**src/rtl/snoop_wt_pkg.sv**
```systemverilog
package snoop_wt_pkg;
  typedef enum logic [0:0] {
    ST_IDLE = 1'b0,
    ST_BUS  = 1'b1
  } ctrl_state_e;
endpackage

```
**src/rtl/nc_region_decode.sv**
```systemverilog
module nc_region_decode #(
  parameter int unsigned        NC_W    = 4,
  parameter logic [NC_W-1:0]    NC_BASE = '1,
  parameter logic [NC_W-1:0]    NC_MASK = '1
) (
  input  logic [NC_W-1:0] top_i,
  output logic            nc_o
);
  assign nc_o = ((top_i ^ NC_BASE) & NC_MASK) == '0;
endmodule

```
**src/rtl/snoop_filter.sv**
```systemverilog
module snoop_filter #(
  parameter int unsigned     ID_W    = 2,
  parameter logic [ID_W-1:0] SELF_ID = '0
) (
  input  logic            valid_i,
  input  logic            we_i,
  input  logic [ID_W-1:0] id_i,
  output logic            inv_o
);
  // only foreign writes can make a copy stale
  assign inv_o = valid_i && we_i && (id_i != SELF_ID);
endmodule

```
**src/rtl/line_store.sv**
```systemverilog
module line_store #(
  parameter int unsigned LINES  = 64,
  parameter int unsigned TAG_W  = 10,
  parameter int unsigned DATA_W = 32,
  localparam int unsigned IDX_W = $clog2(LINES)
) (
  input  logic              clk_i,
  input  logic              rst_ni,
  input  logic [IDX_W-1:0]  rd_idx_i,
  output logic              rd_valid_o,
  output logic [TAG_W-1:0]  rd_tag_o,
  output logic [DATA_W-1:0] rd_data_o,
  input  logic              upd_en_i,
  input  logic [DATA_W-1:0] upd_data_i,
  input  logic              fill_en_i,
  input  logic [IDX_W-1:0]  fill_idx_i,
  input  logic [TAG_W-1:0]  fill_tag_i,
  input  logic [DATA_W-1:0] fill_data_i,
  input  logic              inv_en_i,
  input  logic [IDX_W-1:0]  inv_idx_i,
  input  logic [TAG_W-1:0]  inv_tag_i
);
  logic              valid_a [LINES];
  logic [TAG_W-1:0]  tag_a   [LINES];
  logic [DATA_W-1:0] data_a  [LINES];

  for (genvar i = 0; i < LINES; i++) begin : g_line
    logic              v_q;
    logic [TAG_W-1:0]  t_q;
    logic [DATA_W-1:0] d_q;
    logic              fill_here, upd_here, inv_here;

    assign fill_here = fill_en_i && (fill_idx_i == IDX_W'(i));
    assign upd_here  = upd_en_i  && (rd_idx_i   == IDX_W'(i));
    assign inv_here  = inv_en_i  && (inv_idx_i  == IDX_W'(i)) && v_q && (t_q == inv_tag_i);

    // fill beats invalidate: controller already drops fills that collide
    always_ff @(posedge clk_i or negedge rst_ni) begin
      if (!rst_ni)        v_q <= 1'b0;
      else if (fill_here) v_q <= 1'b1;
      else if (inv_here)  v_q <= 1'b0;
    end

    always_ff @(posedge clk_i) begin
      if (fill_here) begin
        t_q <= fill_tag_i;
        d_q <= fill_data_i;
      end else if (upd_here) begin
        d_q <= upd_data_i;
      end
    end

    assign valid_a[i] = v_q;
    assign tag_a[i]   = t_q;
    assign data_a[i]  = d_q;
  end

  assign rd_valid_o = valid_a[rd_idx_i];
  assign rd_tag_o   = tag_a[rd_idx_i];
  assign rd_data_o  = data_a[rd_idx_i];
endmodule

```
**src/rtl/wt_ctrl.sv**
```systemverilog
module wt_ctrl
  import snoop_wt_pkg::*;
#(
  parameter int unsigned ADDR_W = 16,
  parameter int unsigned DATA_W = 32,
  parameter int unsigned IDX_W  = 6,
  localparam int unsigned TAG_W = ADDR_W - IDX_W
) (
  input  logic              clk_i,
  input  logic              rst_ni,
  input  logic              cpu_req_i,
  input  logic              cpu_we_i,
  input  logic [ADDR_W-1:0] cpu_addr_i,
  input  logic [DATA_W-1:0] cpu_wdata_i,
  input  logic              cpu_nc_i,
  output logic              cpu_ready_o,
  output logic [DATA_W-1:0] cpu_rdata_o,
  input  logic              lk_valid_i,
  input  logic [TAG_W-1:0]  lk_tag_i,
  input  logic [DATA_W-1:0] lk_data_i,
  input  logic              snp_inv_i,
  input  logic [ADDR_W-1:0] snp_addr_i,
  output logic              bus_req_o,
  output logic              bus_we_o,
  output logic [ADDR_W-1:0] bus_addr_o,
  output logic [DATA_W-1:0] bus_wdata_o,
  input  logic              bus_ack_i,
  input  logic [DATA_W-1:0] bus_rdata_i,
  output logic              upd_en_o,
  output logic              fill_en_o,
  output logic [IDX_W-1:0]  fill_idx_o,
  output logic [TAG_W-1:0]  fill_tag_o
);
  ctrl_state_e       state_q;
  logic              req_q, we_q, alloc_q, kill_q;
  logic [ADDR_W-1:0] addr_q;
  logic [DATA_W-1:0] wdata_q;

  logic tag_eq, snp_on_cpu, snp_on_bus, hit, idle_req;

  assign tag_eq     = lk_valid_i && (lk_tag_i == cpu_addr_i[ADDR_W-1:IDX_W]);
  assign snp_on_cpu = snp_inv_i && (snp_addr_i == cpu_addr_i);
  assign snp_on_bus = snp_inv_i && (snp_addr_i == addr_q);
  // snoop on the same word in the same cycle turns a hit into a miss
  assign hit        = !cpu_nc_i && tag_eq && !snp_on_cpu;
  assign idle_req   = (state_q == ST_IDLE) && cpu_req_i;

  always_comb begin
    cpu_ready_o = 1'b0;
    cpu_rdata_o = bus_rdata_i;
    upd_en_o    = 1'b0;
    fill_en_o   = 1'b0;
    if (idle_req) begin
      if (!cpu_we_i && hit) begin
        cpu_ready_o = 1'b1;
        cpu_rdata_o = lk_data_i;
      end
      upd_en_o = cpu_we_i && hit;
    end else if (state_q == ST_BUS && bus_ack_i) begin
      cpu_ready_o = 1'b1;
      fill_en_o   = alloc_q && !kill_q && !snp_on_bus;
    end
  end

  always_ff @(posedge clk_i or negedge rst_ni) begin
    if (!rst_ni) begin
      state_q <= ST_IDLE;
      req_q   <= 1'b0;
      we_q    <= 1'b0;
      alloc_q <= 1'b0;
      kill_q  <= 1'b0;
      addr_q  <= '0;
      wdata_q <= '0;
    end else begin
      case (state_q)
        ST_IDLE: begin
          if (cpu_req_i && (cpu_we_i || !hit)) begin
            state_q <= ST_BUS;
            req_q   <= 1'b1;
            we_q    <= cpu_we_i;
            addr_q  <= cpu_addr_i;
            wdata_q <= cpu_wdata_i;
            alloc_q <= !cpu_we_i && !cpu_nc_i;
            kill_q  <= snp_on_cpu;
          end
        end
        ST_BUS: begin
          if (bus_ack_i) begin
            state_q <= ST_IDLE;
            req_q   <= 1'b0;
          end else if (snp_on_bus) begin
            kill_q <= 1'b1;
          end
        end
        default: state_q <= ST_IDLE;
      endcase
    end
  end

  assign bus_req_o   = req_q;
  assign bus_we_o    = we_q;
  assign bus_addr_o  = addr_q;
  assign bus_wdata_o = wdata_q;
  assign fill_idx_o  = addr_q[IDX_W-1:0];
  assign fill_tag_o  = addr_q[ADDR_W-1:IDX_W];
endmodule

```
**src/rtl/snoop_wt_cache.sv**
```systemverilog
module snoop_wt_cache #(
  parameter int unsigned     ADDR_W  = 16,
  parameter int unsigned     DATA_W  = 32,
  parameter int unsigned     LINES   = 64,
  parameter int unsigned     ID_W    = 2,
  parameter logic [ID_W-1:0] SELF_ID = '0,
  parameter int unsigned     NC_W    = 4,
  parameter logic [NC_W-1:0] NC_BASE = '1,
  parameter logic [NC_W-1:0] NC_MASK = '1
) (
  input  logic              clk_i,
  input  logic              rst_ni,
  input  logic              cpu_req_i,
  input  logic              cpu_we_i,
  input  logic [ADDR_W-1:0] cpu_addr_i,
  input  logic [DATA_W-1:0] cpu_wdata_i,
  output logic              cpu_ready_o,
  output logic [DATA_W-1:0] cpu_rdata_o,
  output logic              bus_req_o,
  output logic              bus_we_o,
  output logic [ADDR_W-1:0] bus_addr_o,
  output logic [DATA_W-1:0] bus_wdata_o,
  input  logic              bus_ack_i,
  input  logic [DATA_W-1:0] bus_rdata_i,
  input  logic              snp_valid_i,
  input  logic              snp_we_i,
  input  logic [ID_W-1:0]   snp_id_i,
  input  logic [ADDR_W-1:0] snp_addr_i
);
  localparam int unsigned IDX_W = $clog2(LINES);
  localparam int unsigned TAG_W = ADDR_W - IDX_W;

  logic              nc, snp_inv, lk_valid, upd_en, fill_en;
  logic [TAG_W-1:0]  lk_tag, fill_tag;
  logic [DATA_W-1:0] lk_data;
  logic [IDX_W-1:0]  fill_idx;

  nc_region_decode #(
    .NC_W(NC_W), .NC_BASE(NC_BASE), .NC_MASK(NC_MASK)
  ) u_nc (
    .top_i (cpu_addr_i[ADDR_W-1 -: NC_W]),
    .nc_o  (nc)
  );

  snoop_filter #(.ID_W(ID_W), .SELF_ID(SELF_ID)) u_snp (
    .valid_i (snp_valid_i),
    .we_i    (snp_we_i),
    .id_i    (snp_id_i),
    .inv_o   (snp_inv)
  );

  line_store #(.LINES(LINES), .TAG_W(TAG_W), .DATA_W(DATA_W)) u_store (
    .clk_i       (clk_i),
    .rst_ni      (rst_ni),
    .rd_idx_i    (cpu_addr_i[IDX_W-1:0]),
    .rd_valid_o  (lk_valid),
    .rd_tag_o    (lk_tag),
    .rd_data_o   (lk_data),
    .upd_en_i    (upd_en),
    .upd_data_i  (cpu_wdata_i),
    .fill_en_i   (fill_en),
    .fill_idx_i  (fill_idx),
    .fill_tag_i  (fill_tag),
    .fill_data_i (bus_rdata_i),
    .inv_en_i    (snp_inv),
    .inv_idx_i   (snp_addr_i[IDX_W-1:0]),
    .inv_tag_i   (snp_addr_i[ADDR_W-1:IDX_W])
  );

  wt_ctrl #(.ADDR_W(ADDR_W), .DATA_W(DATA_W), .IDX_W(IDX_W)) u_ctrl (
    .clk_i       (clk_i),
    .rst_ni      (rst_ni),
    .cpu_req_i   (cpu_req_i),
    .cpu_we_i    (cpu_we_i),
    .cpu_addr_i  (cpu_addr_i),
    .cpu_wdata_i (cpu_wdata_i),
    .cpu_nc_i    (nc),
    .cpu_ready_o (cpu_ready_o),
    .cpu_rdata_o (cpu_rdata_o),
    .lk_valid_i  (lk_valid),
    .lk_tag_i    (lk_tag),
    .lk_data_i   (lk_data),
    .snp_inv_i   (snp_inv),
    .snp_addr_i  (snp_addr_i),
    .bus_req_o   (bus_req_o),
    .bus_we_o    (bus_we_o),
    .bus_addr_o  (bus_addr_o),
    .bus_wdata_o (bus_wdata_o),
    .bus_ack_i   (bus_ack_i),
    .bus_rdata_i (bus_rdata_i),
    .upd_en_o    (upd_en),
    .fill_en_o   (fill_en),
    .fill_idx_o  (fill_idx),
    .fill_tag_o  (fill_tag)
  );
endmodule

```
**config.mk**
```make
export PLATFORM = sky130hd
export DESIGN_NAME = snoop_wt_cache
export DESIGN_NICKNAME = d
export VERILOG_FILES = /design/src/rtl/snoop_wt_pkg.sv /design/src/rtl/nc_region_decode.sv /design/src/rtl/snoop_filter.sv /design/src/rtl/line_store.sv /design/src/rtl/wt_ctrl.sv /design/src/rtl/snoop_wt_cache.sv
export SDC_FILE = /design/constraint.sdc
export NUM_CORES = 2
export LEC_CHECK = 0
export ABC_CLOCK_PERIOD_IN_PS = 5200
export BUFFER_PORTS_ARGS = -buffer_cell sky130_fd_sc_hd__buf_4
export CAP_MARGIN = 5
export CORE_ASPECT_RATIO = 0.7
export CORE_MARGIN = 2
export CORE_UTILIZATION = 55
export DETAILED_ROUTE_END_ITERATION = 6
export MAX_ROUTING_LAYER = met4
export PLACE_DENSITY = 0.72
export SLEW_MARGIN = 30
export SYNTH_ARGS = -nofsm -noshare
export SYNTH_HDL_FRONTEND = slang
export SYNTH_SLANG_ARGS = --single-unit
```
**constraint.sdc**
```tcl
create_clock -name clk_i -period 5.2 [get_ports clk_i]
set_input_delay 0.52 -clock clk_i [delete_from_list [all_inputs] [get_ports clk_i]]
set_output_delay 0.52 -clock clk_i [all_outputs]
set_load 0.05 [all_outputs]
```
Yosys cells after proc, flatten, opt, wreduce, memory -nomap -nowiden. Cells that the tools add are included. W data, S select, Z words.

Magnitude comparators: 1. Multiplexer cells: 283. Reductions and logical operators: 478. Bitwise operators: 3. Eq/ne operators: 260.

Operators with widths (number): $mux W32 (132); $eq A10 B10 Y1 (65); $eq A6 B6 Y1 const B (96); $logic_and A1 B1 Y1 (335); $eq A6 B5 Y1 const B (48); $reduce_bool A2 Y1 (129); $bmux W32 S6 (1); $eq A6 B4 Y1 const B (24); $mux W1 (143); $eq A6 B3 Y1 const B (12); $bmux W10 S6 (1); $eq A6 B2 Y1 const B (6); $eq A16 B16 Y1 (2); $mux W10 (2); $eq A6 B1 Y1 const B (3); $logic_not A6 Y1 (3); $ne A2 B2 Y1 const B (4); $ge A7 B7 Y1 const B (1); $not A6 Y7 (1); $bmux W1 S6 (1); $logic_not A1 Y1 (6); $pmux W1 S2 (3); $logic_not A4 Y1 (1); $not A4 Y4 (1); other kinds (4) (5).

Output and inout port bits: 83. Word-level logic and storage cells: 1224. Input bits: 105. Flip-flop bits (word level): 2805.

Depth between registers and ports, before layout.
Depth in word-level cells: 13. Mapped depth: 17. Mapped depth without buffers: 11.

By module. A second synthesis with hierarchy kept.

Cells, all modules: 8864. Area total of the unflattened synthesis: 141998.7 sq um.

By module, submodules not included: line_store (instances 1, cells an instance 8260, sequential area each 82319.0 sq um, area an instance 137306.7 sq um); wt_ctrl (instances 1, cells an instance 602, sequential area each 1326.3 sq um, area an instance 4673.2 sq um); snoop_filter (instances 1, cells an instance 1, sequential area each 0.0 sq um, area an instance 10.0 sq um); nc_region_decode (instances 1, cells an instance 1, sequential area each 0.0 sq um, area an instance 8.8 sq um).

Worst setup path before layout. OpenSTA, ideal clock, no wires.

Path type: input-to-reg. Start point: in cpu_addr_i[0]. End point: reg u_store.g_line[12].d_q[0] (enable). Library setup time: 0.470 ns. Stages: 14. Setup slack: -0.788 ns. Arrival time: 5.518 ns. Buffers on the path: 5. Required time: 4.730 ns. Cell sequence: buf_6 -> buf_6 -> buf_4 -> mux4_2 -> nor2_1 -> nor3_1 -> o31ai_1 -> nand4_1 -> a2111oi_0 -> a22o_1 -> nand3_2 -> buf_2 -> buf_2 -> o31ai_1.

Cells in the longest elaborated chain, start to end: 12.

Ends and longest elaborated chain: start: declaration (line snoop_wt_cache.sv:15) `input logic [ADDR_W-1:0] cpu_addr_i,`; $not A6 Y7 (implied by the code) (line line_store.sv:58, line_store.sv:59); $bmux W10 S6 (line line_store.sv:59) `assign rd_tag_o = tag_a[rd_idx_i];`; $mux W10 (implied by the code) (2 in series) (line line_store.sv:59); $eq A10 B10 Y1 (line wt_ctrl.sv:41) `assign tag_eq = lk_valid_i && (lk_tag_i == cpu_addr_i[ADDR_W-1:IDX_W]);`; $logic_and A1 B1 Y1 (line wt_ctrl.sv:41); $logic_and A1 B1 Y1 (2 in series) (line wt_ctrl.sv:45) `assign hit = !cpu_nc_i && tag_eq && !snp_on_cpu;`; $logic_and A1 B1 Y1 (line wt_ctrl.sv:58) `upd_en_o = cpu_we_i && hit;`; $mux W1 (line wt_ctrl.sv:53) `if (idle_req) begin`; $logic_and A1 B1 Y1 * (line line_store.sv:34) `assign upd_here = upd_en_i && (rd_idx_i == IDX_W'(i));`; $reduce_bool A2 Y1 (no source line) *; end signal: assignment (line line_store.sv:47) `d_q <= fill_data_i;`; end signal: assignment (line line_store.sv:49) `d_q <= upd_data_i;`; end: declaration (line line_store.sv:30) `logic [DATA_W-1:0] d_q;`.

Every way passes the cells marked *; elsewhere a longest branch is shown, timed or not. The select of a mux whose other input is x is not followed. A chain may end at the register's enable or synchronous reset.

Worst setup path in the final report.
Start point: reg u_store.g_line[62].t_q[7]. End point: out cpu_rdata_o[12].

Cells in the longest elaborated chain, start to end: 10.

Ends and longest elaborated chain: start: declaration (line line_store.sv:29) `logic [TAG_W-1:0] t_q;`; start signal: assignment (line line_store.sv:46) `t_q <= fill_tag_i;`; $bmux W10 S6 (line line_store.sv:59); $mux W10 (implied by the code) (2 in series) (line line_store.sv:59); $eq A10 B10 Y1 (line wt_ctrl.sv:41); $logic_and A1 B1 Y1 (line wt_ctrl.sv:41); $logic_and A1 B1 Y1 (2 in series) (line wt_ctrl.sv:45); $logic_and A1 B1 Y1 (line wt_ctrl.sv:54) `if (!cpu_we_i && hit) begin`; $mux W32 (line wt_ctrl.sv:54); $mux W32 (line wt_ctrl.sv:53); end: declaration (line snoop_wt_cache.sv:18) `output logic [DATA_W-1:0] cpu_rdata_o,`.

No other way between the ends. The select of a mux whose other input is x is not followed.

==> impl_metrics.toml <==
[clocking]
htreeDepth = 5
cts_tree = "done"
clk_latency_ps = 880
cts_buffers = 282
clkTransAtPathRegs_ps = 60
cts-root-buf = "clkbuf_16"
clock-sinks = 2805
clockBufferDepth = 4

[worst_setup_path]
path_max_fanout = 23
critPathRequiredTime_ps = 4680
end_kind = "primary output"
critical_path.cell_chain = "mux4_2 > a22oi_1 > nand2_1 > nand3_1 > o21ai_0 > o32a_1 > a2111oi_4 > buf_4 > nand4_4 > buf_12 > buf_4 > mux2_1 > buf_4"
cp-start-kind = "flip-flop"
crit_buf_inv = 4
cp_slowest_cell = "mux4_2"
crit_arrival_ps = 4580
crit_top_cell = "buf_4"
max_stage_delay_ps = 560
crit_family = "compound AO/OA/AOI/OAI gates"
critPathKind = "reg -> out"

[yosys]
synth-edff-count = 2688
synth_nets = 8609
yosysWarnings = 0
synth_top_family_by_area = "multiplexers"
synth-adder-area-share_pct = 0
synth_compound_area_share_pct = 1.66
ys_types = 64
postSynthCellCount = 8504
synth-xor-area-share_pct = 4.19
postSynthAreaPerCell_um2 = 16.7
async_flop_share_pct = 4.17
ys.flop_type = "edfxtp_1"
ys_seq_area_share_pct = 58.8
yosys_register_bits = 2805
syn_area_um2 = 142000
synthSimpleGateAreaFrac_pct = 2.05
synthMuxAreaShare_pct = 30.3

[drt]
firstDrtPassIters = 6
detail-route-antenna-nets = 0
drtIter0Drc = 15066
post-route-drc-count = 0
wl_per_cell_um = 39.8
viasPerCell = 7.18
wl_mm = 485
vias = 87565

[global_route]
grt_pass1_vias = 84260
grt_pass1_wl_mm = 675
grt-ovfl-total = 0
track_usage_pct = 37.8
grt_start_max_net_pins = 119
antenna_found_initial = 54

[pwr]
ir_worst_vdd_v = 0.000223
p_per_area_nw_per_um2 = 323
power_leakage_nw = 52.6
power.net_switching_w = 0.0130
combPwrFrac_pct = 11.5
p_int_w = 0.0391
total_power_w = 0.0520
p_seq_share_pct = 48.9
clkPwrFrac_pct = 39.6
p_sw_share_pct = 24.9

[floorplan]
chipHeight_um = 430
dieArea_um2 = 263000
die_x_um = 612
core_area_um2 = 258000
ios = 188
fp-row-count = 156
initial_core_util_pct = 55.2

[sta]
hold_viol = 0
hold_ws_ps = 82.7
max-slew-margin-rel_pct = 24.6
fin_skew_ps = 38.2
maxSlewViolCount = 0
finalCritPeriodShare_pct = 98.2
rsz0062_at_grt = "false"
worstMarginPinSlew_ps = 1130
fmax_mhz = 196
min_period_ps = 5100
setup_viol = 0
tns_ps = 0

[final_layout]
design_area_um2 = 161000
nets = 8647
seq_area_um2 = 83700
drive_gt1_share_pct = 47.3
areaGrowthSynthToFinish_pct = 13.1
multiInputGateArea_um2 = 55300
n_fill_cell = 18287

[place]
globalplace.congestion = 1.05
hpwl_mm = 310
dpl-instance-area_um2 = 152000
port_buffers = 187

[outcome]
status = "completed"

[flow_run]
maxCapViolCount = 0

[worst_hold_path]
hp-class = "in -> reg"
final timing paths:
| kind | start | end | slack [ps] | cells past startpoint |
|---|---|---|---|---|
| worst max-delay path | u_store.g_line[62].t_q[7] | cpu_rdata_o[12] | 100 | 13 |
| worst min-delay path | cpu_addr_i[11] | u_ctrl.bus_addr_o[11] | 80 | 2 |
| worst max register to register | u_ctrl.bus_addr_o[7] | u_store.g_line[50].d_q[12] | 660 | 13 |
| worst min register to register | u_ctrl.bus_wdata_o[23] | u_ctrl.bus_wdata_o[23] | 490 | 1 |
| max in group asynchronous | rst_ni | u_store.g_line[27].v_q | 3940 | 3 |
| min in group asynchronous | rst_ni | u_store.g_line[41].v_q | 240 | 2 |
routing by layer:
| layer | track usage, % | share of wire [%] | vias to the layer above |
|---|---|---|---|
| li1 | - | - | 33711 |
| met1 | 53.8 | 39 | 46113 |
| met2 | 50.8 | 43 | 6812 |
| met3 | 13.6 | 15 | 929 |
| met4 | 11.2 | 3.4 | 0 |
| met5 | - | 0 | - |
stage by stage:
| step | setup WS (ps) | utilization (%) | std cells |
|---|---|---|---|
| after floorplan | -788 | - | 8504 |
| after global placement | 27.5 | 58.9 | 11646 |
| after detailed placement | 52.7 | 58.9 | 11650 |
| after CTS | 61.4 | 62.4 | 12151 |
| after global routing | 40.5 | 62.4 | 12185 |
| final | 95.7 | 62.4 | 12201 |
logic make-up after synthesis:
| kind of cell | Yosys count |
|---|---|
| muxes | 3068 |
| DFF | 2805 |
| AOI/OAI and AO/OA | 316 |
| and+or+nand+nor | 590 |
| buffers and inverters | 1044 |
| xor gates and xnor gates | 681 |
power groups by stage:
stage          registers (W)  logic, W  clock network (W)
2_1_floorplan         0.0263   0.00304                  0
3_3_place_gp          0.0259   0.00569                  0
3_5_place_dp          0.0259   0.00579                  0
4_1_cts               0.0254   0.00582             0.0207
5_1_grt               0.0254   0.00617             0.0215
6_report              0.0254   0.00600             0.0206
cell usage after synthesis (56+ instances only):
cell / n / area [um^2]
edfxtp_1: 2688 / 80700
mux2_2: 2066 / 23300
mux4_2: 774 / 17400
clkbuf_1: 764 / 2870
xnor2_1: 584 / 5110
nand2_1: 194 / 728
mux2i_1: 172 / 1720
nand4_1: 142 / 888
dfrtp_1: 117 / 2930
xor2_1: 97 / 850
nand3_1: 95 / 475
buf_2: 82 / 410
buf_1: 73 / 274
a22oi_1: 70 / 526
nor2_1: 64 / 240
o41ai_1: 64 / 561
inv_1: 59 / 221
mux2_1: 56 / 631
placed cells by master (no fill, tap or decap), drive strengths merged, types with 9 or more instances in the layout:
cell type	synthesis	layout
dfrtp	117	117
nor2	65	65
xnor2	584	584
nor4	9	9
a21oi	21	21
o31ai	31	31
a22oi	70	70
mux4	774	774
nand4	143	143
mux2i	172	172
nand2b	10	10
xor2	97	97
o41ai	64	64
a21o	17	17
mux2	2122	2122
nor2b	17	17
o21ai	43	43
inv	59	64
clkbuf	765	363
nor3	28	28
edfxtp	2688	2688
nand2	194	194
o22ai	15	15
buf	219	734
diode	0	49
clkinv	1	100
bufinv	0	22
nand3	96	96
final cells by class:
cell class | instances | area share, %
multi-input cells | 4655 | 34.4
clock inverters | 134 | 0.760
clock buffers | 363 | 4.82
flip-flops and latches | 2805 | 52.0
inverters | 60 | 0.145
well taps | 3397 | 2.64
repair buffers | 738 | 5.18
diodes | 49 | 0.0762
registers in the layout, indices dropped and copies added (netlist names):
name,flops
u_ctrl.alloc_q,1
u_ctrl.bus_addr_o,16
u_ctrl.bus_req_o,1
u_ctrl.bus_wdata_o,32
u_ctrl.bus_we_o,1
u_ctrl.kill_q,1
u_ctrl.state_q,1
u_store.g_line.d_q,2048
u_store.g_line.t_q,640
u_store.g_line.v_q,64
timing repair:
| action | in CTS | in global routing |
|---|---|---|
| buffers inserted | 0 | 0 |
| resized for setup | 1 | 3 |
| cloned | 0 | 0 |
| hold buffers | 4 | 0 |
| setup endpoints to repair | 8 | 8 |
| endpoints found under the hold margin | 64 | 0 |
worst register-to-register path, stage by stage, from the launching register on:
cell     delay (ps)
dfrtp_2         720
xor2_1          200
nor4_1           80
nand4_1          90
nor3_1           70
nor4b_1         310
buf_4           210
nor2b_1         210
nand2_1         170
nor3_1          400
nand2_1         530
inv_2           630
buf_12          290
mux2_2          380
Note: power is estimated with default switching activity, not from simulation.
